File: src/rtl/c2p_pkg.sv
package c2p_pkg;
  typedef enum logic [2:0] {
    ACC_NONE,
    ACC_LOAD,
    ACC_PLANE,
    ACC_IDENT,
    ACC_OTHER
  } acc_e;

  localparam logic [31:0] IDENT_VALUE = 32'h0000CAFE;
endpackage

File: src/rtl/c2p_seq.sv
module c2p_seq #(
  parameter int WORDS  = 8,
  parameter int PLANES = 8
) (
  input  logic                        clk,
  input  logic                        rst,
  input  logic                        load_i,
  input  logic                        plane_rd_i,
  output logic [$clog2(WORDS)-1:0]    slot_o,
  output logic                        loaded_o,
  output logic                        rd_valid_o,
  output logic [$clog2(PLANES)-1:0]   rd_idx_o
);
  localparam int WC_W = $clog2(WORDS);
  localparam int RC_W = $clog2(PLANES) + 1;
  localparam logic [WC_W-1:0] LAST_SLOT = WC_W'(WORDS - 1);
  localparam logic [RC_W-1:0] ALL_PLANES = RC_W'(PLANES);

  logic [WC_W-1:0] wr_cnt;
  logic [RC_W-1:0] rd_cnt;
  logic            loaded;

  assign slot_o     = loaded ? '0 : wr_cnt;
  assign loaded_o   = loaded;
  assign rd_valid_o = loaded && (rd_cnt < ALL_PLANES);
  assign rd_idx_o   = rd_cnt[RC_W-2:0];

  always_ff @(posedge clk) begin
    if (rst) begin
      wr_cnt <= '0;
      rd_cnt <= '0;
      loaded <= 1'b0;
    end else if (load_i) begin
      if (loaded) begin
        wr_cnt <= WC_W'(1);
        rd_cnt <= '0;
        loaded <= 1'b0;
      end else if (wr_cnt == LAST_SLOT) begin
        wr_cnt <= '0;
        loaded <= 1'b1;
      end else begin
        wr_cnt <= wr_cnt + 1'b1;
      end
    end else if (plane_rd_i && rd_valid_o) begin
      rd_cnt <= rd_cnt + 1'b1;
    end
  end

  AST_LOAD_AFTER_LAST: assert property (@(posedge clk) disable iff (rst)
    (load_i && !loaded && wr_cnt == LAST_SLOT) |=> loaded);

  AST_FRESH_UNIT: assert property (@(posedge clk) disable iff (rst)
    (load_i && loaded) |=> (!loaded && wr_cnt == WC_W'(1) && rd_cnt == '0));

  AST_PLANE_ADVANCE: assert property (@(posedge clk) disable iff (rst)
    (plane_rd_i && !load_i && rd_valid_o) |=> (rd_cnt == $past(rd_cnt) + 1'b1));

  AST_EARLY_HOLD: assert property (@(posedge clk) disable iff (rst)
    (plane_rd_i && !load_i && !loaded) |=> (wr_cnt == $past(wr_cnt) && !loaded));
endmodule

File: src/rtl/c2p_pixel_buf.sv
module c2p_pixel_buf #(
  parameter int WORDS  = 8,
  parameter int DATA_W = 32
) (
  input  logic                       clk,
  input  logic                       rst,
  input  logic                       we_i,
  input  logic [$clog2(WORDS)-1:0]   slot_i,
  input  logic [DATA_W-1:0]          wdata_i,
  output logic [WORDS*DATA_W-1:0]    words_o
);
  logic [DATA_W-1:0] store [WORDS];

  always_ff @(posedge clk) begin
    if (rst) begin
      for (int i = 0; i < WORDS; i++) store[i] <= '0;
    end else if (we_i) begin
      store[slot_i] <= wdata_i;
    end
  end

  for (genvar g = 0; g < WORDS; g++) begin : g_flat
    assign words_o[g*DATA_W +: DATA_W] = store[g];
  end
endmodule

File: src/rtl/c2p_transpose.sv
module c2p_transpose #(
  parameter int WORDS  = 8,
  parameter int DATA_W = 32,
  parameter int PIX_W  = 8
) (
  input  logic [WORDS*DATA_W-1:0]  words_i,
  output logic [PIX_W*DATA_W-1:0]  planes_o
);
  localparam int PPW      = DATA_W / PIX_W;
  localparam int UNIT_PIX = WORDS * PPW;

  for (genvar p = 0; p < UNIT_PIX; p++) begin : g_pix
    for (genvar n = 0; n < PIX_W; n++) begin : g_bit
      assign planes_o[n*DATA_W + (DATA_W-1-p)] =
        words_i[(p/PPW)*DATA_W + DATA_W - ((p%PPW)+1)*PIX_W + n];
    end
  end
endmodule

File: src/rtl/c2p_xpose_reg.sv
module c2p_xpose_reg
  import c2p_pkg::*;
#(
  parameter int ADDR_W    = 4,
  parameter int DATA_W    = 32,
  parameter int PIX_W     = 8,
  parameter int WORDS     = 8,
  parameter int DATA_ADDR = 0,
  parameter int ID_ADDR   = 1
) (
  input  logic              clk,
  input  logic              rst,
  input  logic [ADDR_W-1:0] addr,
  input  logic              wr_en,
  input  logic              rd_en,
  input  logic [DATA_W-1:0] wdata,
  output logic [DATA_W-1:0] rdata,
  output logic              ready
);
  localparam int PLANES = PIX_W;
  localparam int WC_W   = $clog2(WORDS);
  localparam int PC_W   = $clog2(PLANES);

  acc_e                   acc;
  logic [WC_W-1:0]        slot;
  logic                   loaded;
  logic                   rd_valid;
  logic [PC_W-1:0]        rd_idx;
  logic [WORDS*DATA_W-1:0] words;
  logic [PIX_W*DATA_W-1:0] planes;

  always_comb begin
    acc = ACC_NONE;
    if (wr_en) begin
      acc = (addr == ADDR_W'(DATA_ADDR)) ? ACC_LOAD : ACC_OTHER;
    end else if (rd_en) begin
      if (addr == ADDR_W'(DATA_ADDR))    acc = ACC_PLANE;
      else if (addr == ADDR_W'(ID_ADDR)) acc = ACC_IDENT;
      else                               acc = ACC_OTHER;
    end
  end

  c2p_seq #(.WORDS(WORDS), .PLANES(PLANES)) seq_i (
    .clk(clk), .rst(rst),
    .load_i(acc == ACC_LOAD), .plane_rd_i(acc == ACC_PLANE),
    .slot_o(slot), .loaded_o(loaded), .rd_valid_o(rd_valid), .rd_idx_o(rd_idx)
  );

  c2p_pixel_buf #(.WORDS(WORDS), .DATA_W(DATA_W)) buf_i (
    .clk(clk), .rst(rst), .we_i(acc == ACC_LOAD),
    .slot_i(slot), .wdata_i(wdata), .words_o(words)
  );

  c2p_transpose #(.WORDS(WORDS), .DATA_W(DATA_W), .PIX_W(PIX_W)) xp_i (
    .words_i(words), .planes_o(planes)
  );

  always_ff @(posedge clk) begin
    if (rst) begin
      rdata <= '0;
    end else if (rd_en) begin
      case (acc)
        ACC_PLANE: rdata <= rd_valid ? planes[rd_idx*DATA_W +: DATA_W] : '0;
        ACC_IDENT: rdata <= DATA_W'(IDENT_VALUE);
        default:   rdata <= '0;
      endcase
    end
  end

  assign ready = 1'b1;

  AST_EARLY_READ_ZERO: assert property (@(posedge clk) disable iff (rst)
    (acc == ACC_PLANE && !loaded) |=> (rdata == '0));

  AST_SPENT_READ_ZERO: assert property (@(posedge clk) disable iff (rst)
    (acc == ACC_PLANE && loaded && !rd_valid) |=> (rdata == '0));

  AST_IDENT_VALUE: assert property (@(posedge clk) disable iff (rst)
    (acc == ACC_IDENT) |=> (rdata == DATA_W'(IDENT_VALUE)));

  AST_COLLIDE_ZERO: assert property (@(posedge clk) disable iff (rst)
    (wr_en && rd_en) |=> (rdata == '0));
endmodule

File: config.mk
export PLATFORM = sky130hd
export DESIGN_NAME = c2p_xpose_reg
export DESIGN_NICKNAME = d
export VERILOG_FILES = /design/src/rtl/c2p_pkg.sv /design/src/rtl/c2p_seq.sv /design/src/rtl/c2p_pixel_buf.sv /design/src/rtl/c2p_transpose.sv /design/src/rtl/c2p_xpose_reg.sv
export SDC_FILE = /design/constraint.sdc
export NUM_CORES = 1
export LEC_CHECK = 0
export ABC_AREA = 1
export BUFFER_PORTS_ARGS = -buffer_cell sky130_fd_sc_hd__buf_2
export CORE_MARGIN = 4
export CORE_UTILIZATION = 28
export DETAILED_ROUTE_END_ITERATION = 10
export SYNTH_ARGS = -nofsm -noshare
export SYNTH_HDL_FRONTEND = slang
export SYNTH_HIERARCHICAL = 1
export SYNTH_SLANG_ARGS = --single-unit
File: constraint.sdc
create_clock -name clk -period 11 [get_ports clk]
set_input_delay 1.1 -clock clk [delete_from_list [all_inputs] [get_ports clk]]
set_output_delay 1.1 -clock clk [all_outputs]
set_load 0.02 [all_outputs]
==> summary.txt, run 1 <==
Die
  – Starting Density: 0.285
  – Die X: 248 um
  – Num rows: between 80 and 90
  – Num ports: 73
  – Die H: 248 um
  – Core area: 56,700 um^2
  – Die Area: 61,500 um^2

Timing
  – Final worst slack: 7980 ps
  – Final setup vio count: 0
  – Least-Margin Pin Slew: 1180 ps
  – Minimum clock period: 3020 ps
  – Total negative slack: 0 ps
  – RSZ-0062 raised after global routing: no
  – Endpoints failing hold: 0
  – Worst slew margin: 0.209
  – Max Clock Skew: 8.76 ps
  – Slew Limit Fails: 0
  – Fmax: 332 MHz
  – Fin crit share: 0.274

Place
  – Post-DP HPWL: 23.5 mm
  – Post-Place Worst Slack: around 7400 ps
  – GPL Wtd Cong: 0.756
  – Placed cell count: 2,369
  – Post-place instance area: 15,200 um^2
  – Port-buffer cells: 71

GRT
  – Global route overflow: 0
  – Largest net degree at the start of global routing: 99
  – GRT Util Overall: 0.129
  – Initial antenna violation count: 1
  – Vias in the first global route: 10,500
  – First-pass GRT wire length: ~61 mm

Synth
  – Synth Area in XOR/XNOR: 0
  – Post-Syn Area per Cell: 8.56 um^2
  – Compound-gate portion of the synthesized area: 0.0181
  – EDFF count, synth: 256
  – Synth Area in Simple Gates: 0.241
  – Synth async-reset ratio: 0
  – Adder-cell share of the synthesized area: 0.00233
  – Post-synthesis mux area share: 0
  – Main flop type after synthesis: edfxtp_1
  – Synth top area cells: edfxtp_1 (48%), buf_4 (12%), nand2_1 (11%), inv_1 (5.9%), nor3_1 (5.6%)
  – Commonest cells post-synth: nand2_1 (466), buf_4 (266), edfxtp_1 (256), inv_1 (252), nor3_1 (181)
  – Net count after synthesis: 1,927
  – Count of cell types in the netlist: 24
  – Post-synthesis sequential area ratio: 0.526
  – Synthesis-stage register bit count: 296
  – Most common cell in the netlist: nand2_1
  – Yosys top cell area share: 0.476
  – Synth warnings: 6
  – Synth Instances: 1,884
  – Mapped cell area: roughly 16,000 um^2
  – Largest family of logic cells by synthesized area: simple AND/OR/NAND/NOR gates
  – Cell accounting for the most synthesized area: edfxtp_1

Route
  – DRT iter0 DRCs: between 800 and 900
  – Pre-antenna DRT Iters: 6
  – Total number of vias: 10,900
  – Antenna-violating nets left: 0
  – DRC violations left: 0
  – Vias/cell: 4.49
  – Wire length per cell: 16.7 um
  – Total wire length: roughly 40 mm

Clock network
  – Skew-Pair Late Insertion Delay: 570 ps
  – CTS tree: done
  – CTS Buf Count: 30
  – Root Driver: clkbuf_16
  – Clk sinks: slightly below 300
  – Clk buf depth: 3
  – Hold buffer count at cts: 0
  – Clock transition at path regs: about 60 ps
  – Post-cts resize count: 0
  – Post-CTS Setup Bufs: 0
  – H-tree depth: 1

Pwr
  – Leakage: 6.66 nW
  – Sw Pwr: 0.507 mW
  – Internal: about 1.8 mW
  – Clock power frac: 0.418
  – Switching share of power: 0.217
  – Peak VDD IR: approximately 0.11 mV
  – PwrDens: 145 nW/um^2
  – Comb power frac: 0.044
  – Flop pwr share: 0.538

Critical path
  – Minimum setup slack among reg-to-reg paths: 8190 ps
  – Crit start category: input port
  – Worst-path cell chain: buf_2 -> buf_4 -> inv_2 -> nand3_4 -> buf_4 -> o21ai_2 -> buf_4
  – Crit-path slowest cell: buf_4
  – Slowest stage delay, CP: 810 ps
  – Beginning of the critical path: rst
  – Critical R2R Launch: seq_i/rd_cnt[0]
  – Worst reg2reg path endpoint: rdata[18]
  – Max FO, Critical Path: slightly below 100
  – Crit path to: buf_i/store[1][4]
  – CP required: approximately 11,000 ps
  – R2R cell count: 9
  – Crit. End Element: flip-flop
  – Critical path data arrival time: 3290 ps
  – Cell mode on critical path: buf_4
  – Crit Path Class: in -> reg

Cells and area
  – Fill cell total of the finished layout: between 5,000 and 6,000
  – Layout area overhead: -0.139%
  – # nets final: around 1,700
  – Fraction of layout cells with a size suffix above 1: 0.0966
  – Layout Cells excl Fill: 2,423
  – Ant diodes: 0
  – Design area: about 16,000 um^2

Run
  – Max Cap Viol: 0

Status
  – Status: complete, no violations

Min path
  – Hold Crit Class: reg -> reg
## through the flow
| step | hold WS (ps) | total power [mW] | utilization |
|---|---|---|---|
| 2_1_floorplan | 448 | 1.38 | - |
| 3_3_place_gp | 455 | 1.38 | 0.268 |
| 3_5_place_dp | 457 | 1.38 | 0.268 |
| 4_1_cts | 466 | 2.35 | 0.284 |
| 5_1_grt | 479 | 2.41 | 0.284 |
| 6_report | 463 | 2.33 | 0.284 |
## cell families after synthesis
| kind of cell | Yosys count |
|---|---|
| other | 1 |
| AO/OA/AOI/OAI | 58 |
| flip-flops | 296 |
| buffers and inverters | 622 |
| adder cells (fa/ha/maj) | 3 |
| AND/OR/NAND/NOR | 904 |
## cells in the final DEF, fill, tap and decap left out, types with 2 or more instances in the layout
| cell | netlist | routed |
|---|---|---|
| o21ai_0 | 18 | 12 |
| a21oi_1 | 39 | 39 |
| ha_1 | 3 | 3 |
| inv_2 | 5 | 5 |
| nor2_1 | 101 | 100 |
| bufinv_16 | 0 | 2 |
| nand2_2 | 1 | 3 |
| nand3_1 | 139 | 139 |
| clkinv_2 | 0 | 3 |
| dfxtp_1 | 40 | 38 |
| o21ai_2 | 0 | 6 |
| inv_1 | 252 | 251 |
| buf_2 | 52 | 71 |
| nor3_1 | 181 | 181 |
| clkbuf_16 | 0 | 31 |
| nand2_1 | 466 | 464 |
| edfxtp_1 | 256 | 256 |
| clkbuf_1 | 37 | 10 |
| buf_4 | 266 | 23 |
| clkinv_1 | 0 | 9 |
| nor3_2 | 11 | 11 |
## worst max-delay path: cells and delay by family
family                 cells  cell delay [ps]
AO/OA/AOI/OAI              1               60
buffers and inverters      5             1880
AND/OR/NAND/NOR            1              120
## layer usage
metal  GRT usage  up-vias  share of wire
li1            -     5264              -
met1       0.156     5236           0.40
met2       0.238      295           0.51
met3      0.0140       76          0.048
met4      0.0473        2          0.035
met5           0        -        0.00032
## state kept, by name (all words and copies together) (netlist names)
name and cells:
seq_i/rd_cnt 4, seq_i/wr_cnt 3, seq_i/loaded_o 1, buf_i/store 256
rdata 32
## layout make-up
cell class / instances / area (um^2) / share of cell area
repair buffers: 94 / 528 / 0.0328
clock buffers: 41 / 813 / 0.0505
inverters: 257 / 966 / 0.0599
flip-flops and latches: 296 / 8490 / 0.527
well taps: 756 / 946 / 0.0587
multi-input cells: 966 / 4260 / 0.265
clock inverters: 13 / 104 / 0.00645
## power groups by stage
stage                     logic, mW  clock network (mW)  registers (mW)
after floorplan              0.0982                   0            1.28
after global placement        0.102                   0            1.28
after detailed placement      0.104                   0            1.28
after CTS                     0.105               0.993            1.26
after global routing          0.114                1.03            1.26
final                         0.103               0.977            1.26
## worst min-delay path by stage
stage / startpoint / end / depth (start not counted)
finish: rdata[21] / rdata[21] / 2
global route: rdata[24] / rdata[24] / 2
CTS: rdata[21] / rdata[21] / 2
detailed placement: rdata[21] / rdata[21] / 2
global placement: rdata[21] / rdata[21] / 2
floorplan: seq_i/rd_cnt[3] / seq_i/rd_cnt[3] / 2
(Power assumes the default switching activity.)
==> inputs of run 2 (changes only) <==
==> constraint.sdc (replaced) <==
create_clock -name clk -period 2.4 [get_ports clk]
set_input_delay 0.24 -clock clk [delete_from_list [all_inputs] [get_ports clk]]
set_output_delay 0.24 -clock clk [all_outputs]
set_load 0.02 [all_outputs]
==> run 2 against run 1 <==
Critical path depth down 1; global-route usage is 0.37 points lower; combinational power rose to 4.7 times the previous value; critical path type is now reg -> reg.
==> summary.txt, run 2 (same netlist as run 1, synthesis figures left out) <==
Pwr
  – Peak VDD IR: 0.582 mV (+440%)
  – Sw Pwr: 2.45 mW (+380%)
  – Leakage: 6.86 nW (+3.1%)
  – Clock power frac: 0.438 (+0.020)
  – Flop pwr share: 0.518 (-0.020)
  – PwrDens: 672 nW/um^2 (+360%)
  – Switching share of power: 0.221 (+0.00351)
  – Internal: 8.64 mW (+370%)
  – Comb power frac: 0.043 (about the same)

Cells and area
  – Commonest non-fill, non-tap cell in the layout: nand2_1
  – Layout Cells excl Fill: 2,447 (+0.99%)
  – Fraction of layout cells with a size suffix above 1: 0.114 (+0.0170)
  – Multi-input gate area: 4300 um^2 (+0.79%)
  – Top flop regs: buf_i/store (256), rdata (32), seq_i/rd_cnt (4)
  – Register area: 8490 um^2 (unchanged)
  – Most frequent cells in the layout: nand2_1 (463), edfxtp_1 (256), inv_1 (252)
  – Layout Utilization: 0.291 (+0.00702)
  – # nets final: 1,709 (+1.2%)
  – Fill cell total of the finished layout: 5,873 (-0.98%)
  – Ant diodes: 0 (unchanged)
  – Layout area overhead: 2.33%
  – Design area: 16,500 um^2 (+2.5%)
  – Max FFs per register: 256 (unchanged)
  – Reg with most FFs: buf_i/store

Route
  – DRT iter0 DRCs: 979 (+17%)
  – Vias/cell: 4.41 (-1.6%)
  – Pre-antenna DRT Iters: 5 (-1)
  – Total wire length: 39.1 mm (-3.2%)
  – Total number of vias: 10,800 (-0.66%)
  – DRC violations left: 0 (unchanged)
  – Wire length per cell: 16.0 um (-4.2%)
  – Antenna-violating nets left: 0 (unchanged)

Clock network
  – Root Driver: clkbuf_16
  – Clk sinks: 296 (unchanged)
  – Clock transition at path regs: 60 ps (about the same)
  – Post-CTS Setup Bufs: 0 (unchanged)
  – Skew-Pair Late Insertion Delay: 590 ps (+20 ps)
  – CTS Buf Count: 31 (+3.3%)
  – Clk buf depth: 3 (unchanged)
  – CTS tree: done
  – Hold buffer count at cts: 0 (unchanged)
  – H-tree depth: 1 (unchanged)
  – Post-cts resize count: 0 (unchanged)

Timing
  – Fmax: 513 MHz
  – Final setup vio count: 0 (unchanged)
  – Fin crit share: 0.812
  – RSZ-0062 raised after global routing: no
  – Endpoints failing hold: 0 (unchanged)
  – Worst slew margin: 0.539 (+0.330)
  – Max Clock Skew: 20.0 ps (+11.2 ps)
  – Slew Limit Fails: 0 (unchanged)
  – Total negative slack: 0 ps (unchanged)
  – Least-Margin Pin Slew: 692 ps (-492 ps)
  – Minimum clock period: between 1500 and 2000 ps

Critical path
  – Critical path data arrival time: 2250 ps (-1040 ps)
  – R2R cell count: 6 (-3)
  – Crit start category: flip-flop
  – Max FO, Critical Path: 64 (-35%)
  – CP required: 2700 ps (-8570 ps)
  – Crit Path Class: reg -> reg
  – Crit. End Element: flip-flop

Die
  – Die X: 248 um (unchanged)
  – Die H: 248 um (unchanged)
  – Num ports: 73 (unchanged)
  – Starting Density: 0.285 (unchanged)
  – Core area: 56,700 um^2 (unchanged)
  – Num rows: 87 (unchanged)
  – Die Area: 61,500 um^2 (unchanged)

Place
  – Post-place instance area: 15,500 um^2 (+2.0%)
  – Port-buffer cells: 71 (unchanged)
  – GPL Wtd Cong: 0.758 (+0.29%)
  – Placed cell count: 2,389 (+0.84%)
  – Post-DP HPWL: 23.9 mm (+1.5%)

Min path
  – Min-Delay Path Depth: 3 (+1)
  – Hold Crit Class: in -> reg

GRT
  – Initial antenna violation count: 0 (-1)
  – First-pass GRT wire length: 60.1 mm (-1.9%)
  – Vias in the first global route: 10,300 (-1.7%)
  – Largest net degree at the start of global routing: 73 (-26%)
  – Global route overflow: 0 (unchanged)
  – GRT Util Overall: 0.126 (-0.00366)

Status
  – Status: complete, no violations

Run
  – Max Cap Viol: 0 (unchanged)
-- run 2: worst paths after layout --
check / start / slack (ps) / endpoint
worst max-delay path: seq_i/wr_cnt[0] / 450 / buf_i/store[4][25]
worst min-delay path: wdata[19] / 150 / buf_i/store[0][19]
worst max register to register: seq_i/wr_cnt[0] / 450 / buf_i/store[4][25]
worst min register to register: rdata[24] / 460 / rdata[24]
-- run 2: cell type report --
| type | count | area share |
|---|---|---|
| timing repair buffer | 114 | 0.0479 |
| clock buffer | 38 | 0.0486 |
| tap | 756 | 0.0573 |
| inverter | 257 | 0.0585 |
| clock inverter | 20 | 0.0131 |
| multi-input combinational | 966 | 0.260 |
| sequential | 296 | 0.514 |
-- run 2: per-layer routing --
metal	wire, um	global-route usage	part of all wire
met1	15700	0.153	0.40
met2	19700	0.227	0.50
met3	2290	0.0157	0.058
met4	1370	0.0480	0.035
met5	0	0	0
-- run 2: per-stage QoR --
stage | setup slack [ps] | total power, mW | hold slack (ps)
after floorplan | 49.0 | 6.32 | 309
after global placement | 383 | 6.34 | 451
after detailed placement | 359 | 6.35 | 456
after CTS | 450 | 11.2 | 135
after global routing | 324 | 11.5 | 164
final | 452 | 11.1 | 150
-- run 2: critical path, stage by stage (launching register included) --
cell     delay [ps]
dfxtp_1         360
inv_1            80
nor2_1          290
inv_1           120
nand3_2         120
buf_4           570
nor3_1          100
-- run 2: power by group through the flow --
stage / Clock [mW] / Combinational (mW) / Sequential [mW]
final: 4.86 / 0.481 / 5.75
after global routing: 5.17 / 0.538 / 5.76
after CTS: 4.96 / 0.493 / 5.75
after detailed placement: 0 / 0.491 / 5.86
after global placement: 0 / 0.483 / 5.86
after floorplan: 0 / 0.457 / 5.86
==> inputs of run 3 (changes only) <==
--- a/config.mk
+++ b/config.mk
@@ -5,7 +5,7 @@
 export SDC_FILE = /design/constraint.sdc
 export NUM_CORES = 1
 export LEC_CHECK = 0
-export ABC_AREA = 1
+export ABC_AREA = 0
 export BUFFER_PORTS_ARGS = -buffer_cell sky130_fd_sc_hd__buf_2
 export CORE_MARGIN = 4
 export CORE_UTILIZATION = 28
==> constraint.sdc (replaced) <==
create_clock -name clk -period 2 [get_ports clk]
set_input_delay 0.2 -clock clk [delete_from_list [all_inputs] [get_ports clk]]
set_output_delay 0.2 -clock clk [all_outputs]
set_load 0.02 [all_outputs]
==> run 3 against run 2 <==
Worst setup slack worse by 230 ps; routed wire length is 13% lower; count of clock-buffer cells in the layout is 5 higher; largest power group unchanged; clock skew is 8.0 ps lower.
==> summary.txt, run 3 <==
Route
  – Antenna-violating nets left: 0 (unchanged)
  – DRT iter0 DRCs: 854 (-13%)
  – Total wire length: 33.9 mm (-13%)
  – Met1 Wirelength: 15.7 mm (-0.43%)
  – Routed met2 length: 15.4 mm (-22%)
  – DRC violations left: 0 (unchanged)
  – Wire length per cell: 19.2 um (+20%)
  – Pre-antenna DRT Iters: 5 (unchanged)
  – Max Used Layer: met5
  – Total number of vias: 8,570 (-21%)
  – Vias/cell: 4.84 (+9.8%)
  – Metal3 WL: 2.19 mm (-4.4%)

GRT
  – Largest net degree at the start of global routing: 65 (-11%)
  – Global route overflow: 0 (unchanged)
  – First-pass GRT wire length: 51.4 mm (-15%)
  – Vias in the first global route: 8,423 (-18%)
  – GRT Util Overall: 0.112 (-0.0140)
  – Initial antenna violation count: 3 (+3)

Clock network
  – Clk sinks: 296 (unchanged)
  – Root Driver: clkbuf_16
  – Hold buffer count at cts: 0 (unchanged)
  – CTS tree: done
  – Clk buf depth: 3 (unchanged)
  – Post-CTS Setup Bufs: 0 (unchanged)
  – Clock transition at path regs: 60 ps (about the same)
  – Post-cts resize count: 0 (unchanged)
  – CTS Buf Count: 35 (+13%)
  – Skew-Pair Late Insertion Delay: 500 ps (-90 ps)
  – H-tree depth: 2 (+1)

Synth
  – EDFF count, synth: 256 (unchanged)
  – Most common cell in the netlist: buf_4
  – Main flop type after synthesis: edfxtp_1
  – Synthesis-stage register bit count: 296 (unchanged)
  – Post-synthesis sequential area ratio: 0.553 (+0.0272)
  – Synth Instances: 1,229 (-35%)
  – Net count after synthesis: 1,272 (-34%)
  – Mapped cell area: 15,300 um^2 (-4.9%)
  – Synth top area cells: edfxtp_1 (50%), buf_4 (13%), mux4_2 (6.6%), and3_1 (5.2%), dfxtp_1 (5.2%)
  – Synth async-reset ratio: 0 (unchanged)
  – Cell accounting for the most synthesized area: edfxtp_1
  – Count of cell types in the netlist: 49 (+100%)
  – Synth warnings: 6 (unchanged)
  – Post-Syn Area per Cell: 12.5 um^2 (+46%)
  – Commonest cells post-synth: buf_4 (264), edfxtp_1 (256), nor2_1 (143), and3_1 (128), nand4b_1 (53)
  – Yosys top cell area share: 0.501 (+0.0247)

Die
  – Die Area: 58,600 um^2 (-4.8%)
  – Die H: 242 um (-2.4%)
  – Num rows: 85 (-2.3%)
  – Core area: 54,000 um^2 (-4.7%)
  – Starting Density: 0.284 (-0.000559)
  – Die X: 242 um (-2.4%)
  – Num ports: 73 (unchanged)

Pwr
  – Leakage: 6.16 nW (-10%)
  – Peak VDD IR: 0.545 mV (-6.3%)
  – Overall power: 14.2 mW (+28%)
  – PwrDens: 872 nW/um^2 (+30%)

Cells and area
  – Fill cell total of the finished layout: 5,372 (-8.5%)
  – Fraction of layout cells with a size suffix above 1: 0.257 (+0.143)
  – Most frequent cells in the layout: edfxtp_1 (256), nor2_1 (142), and3_1 (128)
  – Reg with most FFs: buf_i/store
  – Top flop regs: buf_i/store (256), rdata (32), seq_i/rd_cnt (4)
  – Max FFs per register: 256 (unchanged)
  – Layout area overhead: 5.78%
  – Design area: 16,200 um^2 (-1.7%)
  – # nets final: 1,090 (-36%)
  – Commonest non-fill, non-tap cell in the layout: edfxtp_1

Critical path
  – Crit Path Class: reg -> reg
  – CP required: 2390 ps (-310 ps)
  – Critical path data arrival time: 2180 ps (-70 ps)
  – Crit start category: flip-flop
  – Max FO, Critical Path: 20 (-69%)
  – Crit. End Element: flip-flop

Place
  – Port-buffer cells: 71 (unchanged)
  – Post-DP HPWL: 23.6 mm (-1.2%)
  – Post-place instance area: 15,000 um^2 (-3.2%)
  – GPL Wtd Cong: 0.765 (+0.86%)

Timing
  – Endpoints failing hold: 0 (unchanged)
  – Slew Limit Fails: 0 (unchanged)
  – Max Clock Skew: 12.0 ps (-8.00 ps)
  – Least-Margin Pin Slew: 538 ps (-154 ps)
  – Minimum clock period: 1780 ps (-166 ps)
  – Worst slew margin: 0.642 (+0.103)
  – Total negative slack: 0 ps (unchanged)
  – Final setup vio count: 0 (unchanged)
  – Fmax: 561 MHz (+9.3%)
  – Fin crit share: 0.891 (+0.0794)
  – RSZ-0062 raised after global routing: no

Min path
  – Hold Crit Class: in -> reg

Run
  – Max Cap Viol: 0 (unchanged)

Status
  – Status: complete, no violations
[run 3: worst max-delay path, cell delays in order, from the launching register on]
cell and delay (ps):
dfxtp_1 380, buf_4 180, and2b_2 140, and4bb_2 320
buf_4 290, o211ai_1 130, o32ai_1 230
[run 3: worst paths after layout]
path	startpoint	to	slack [ps]	depth (start not counted)
min reg2reg	rdata[27]	rdata[27]	450	2
min	rst	seq_i/wr_cnt[2]	40	2
max reg2reg	seq_i/loaded_o	rdata[9]	220	6
max	seq_i/loaded_o	rdata[9]	220	6
[run 3: kinds of logic after synthesis]
group / share of synthesized area
AND/OR/NAND/NOR: 0.166
buffers and inverters: 0.159
flip-flops: 0.553
multiplexers: 0.0922
AO/OA/AOI/OAI: 0.0265
adder cells (fa/ha/maj): 0.00245
other: 0.000244
[run 3: cell type report]
type                       count  area [um^2]  area share
multi-input combinational    578         4490       0.277
antenna                        1         2.50    0.000154
timing repair buffer         134         1130      0.0695
tap                          696          871      0.0537
clock buffer                  43          958      0.0591
inverter                       2         7.51    0.000463
sequential                   296         8500       0.524
clock inverter                19          274      0.0169
[run 3: metrics by stage]
| step | util | instances | hold slack, ps | setup WS (ps) |
|---|---|---|---|---|
| global route | 0.300 | 1769 | 59.4 | 87.9 |
| global placement | 0.278 | 1706 | 436 | 88.5 |
| floorplan | - | 1229 | 298 | -257 |
| CTS | 0.300 | 1768 | 30.2 | 207 |
| detailed placement | 0.278 | 1706 | 443 | 93.2 |
| finish | 0.300 | 1769 | 40.6 | 218 |
[run 3: power by group]
group | total, mW | switching (mW) | internal, mW | leakage, nW
combinational | 0.501 | 0.306 | 0.195 | 2.58
clock | 6.75 | 2.44 | 4.31 | 0.598
sequential | 6.90 | 0.0445 | 6.86 | 2.98
[run 3: per-layer routing]
layer	GRT usage	vias to the layer above
met5	0	-
met4	0.0278	2
met3	0.0207	47
met2	0.175	257
met1	0.161	4376
li1	-	3888
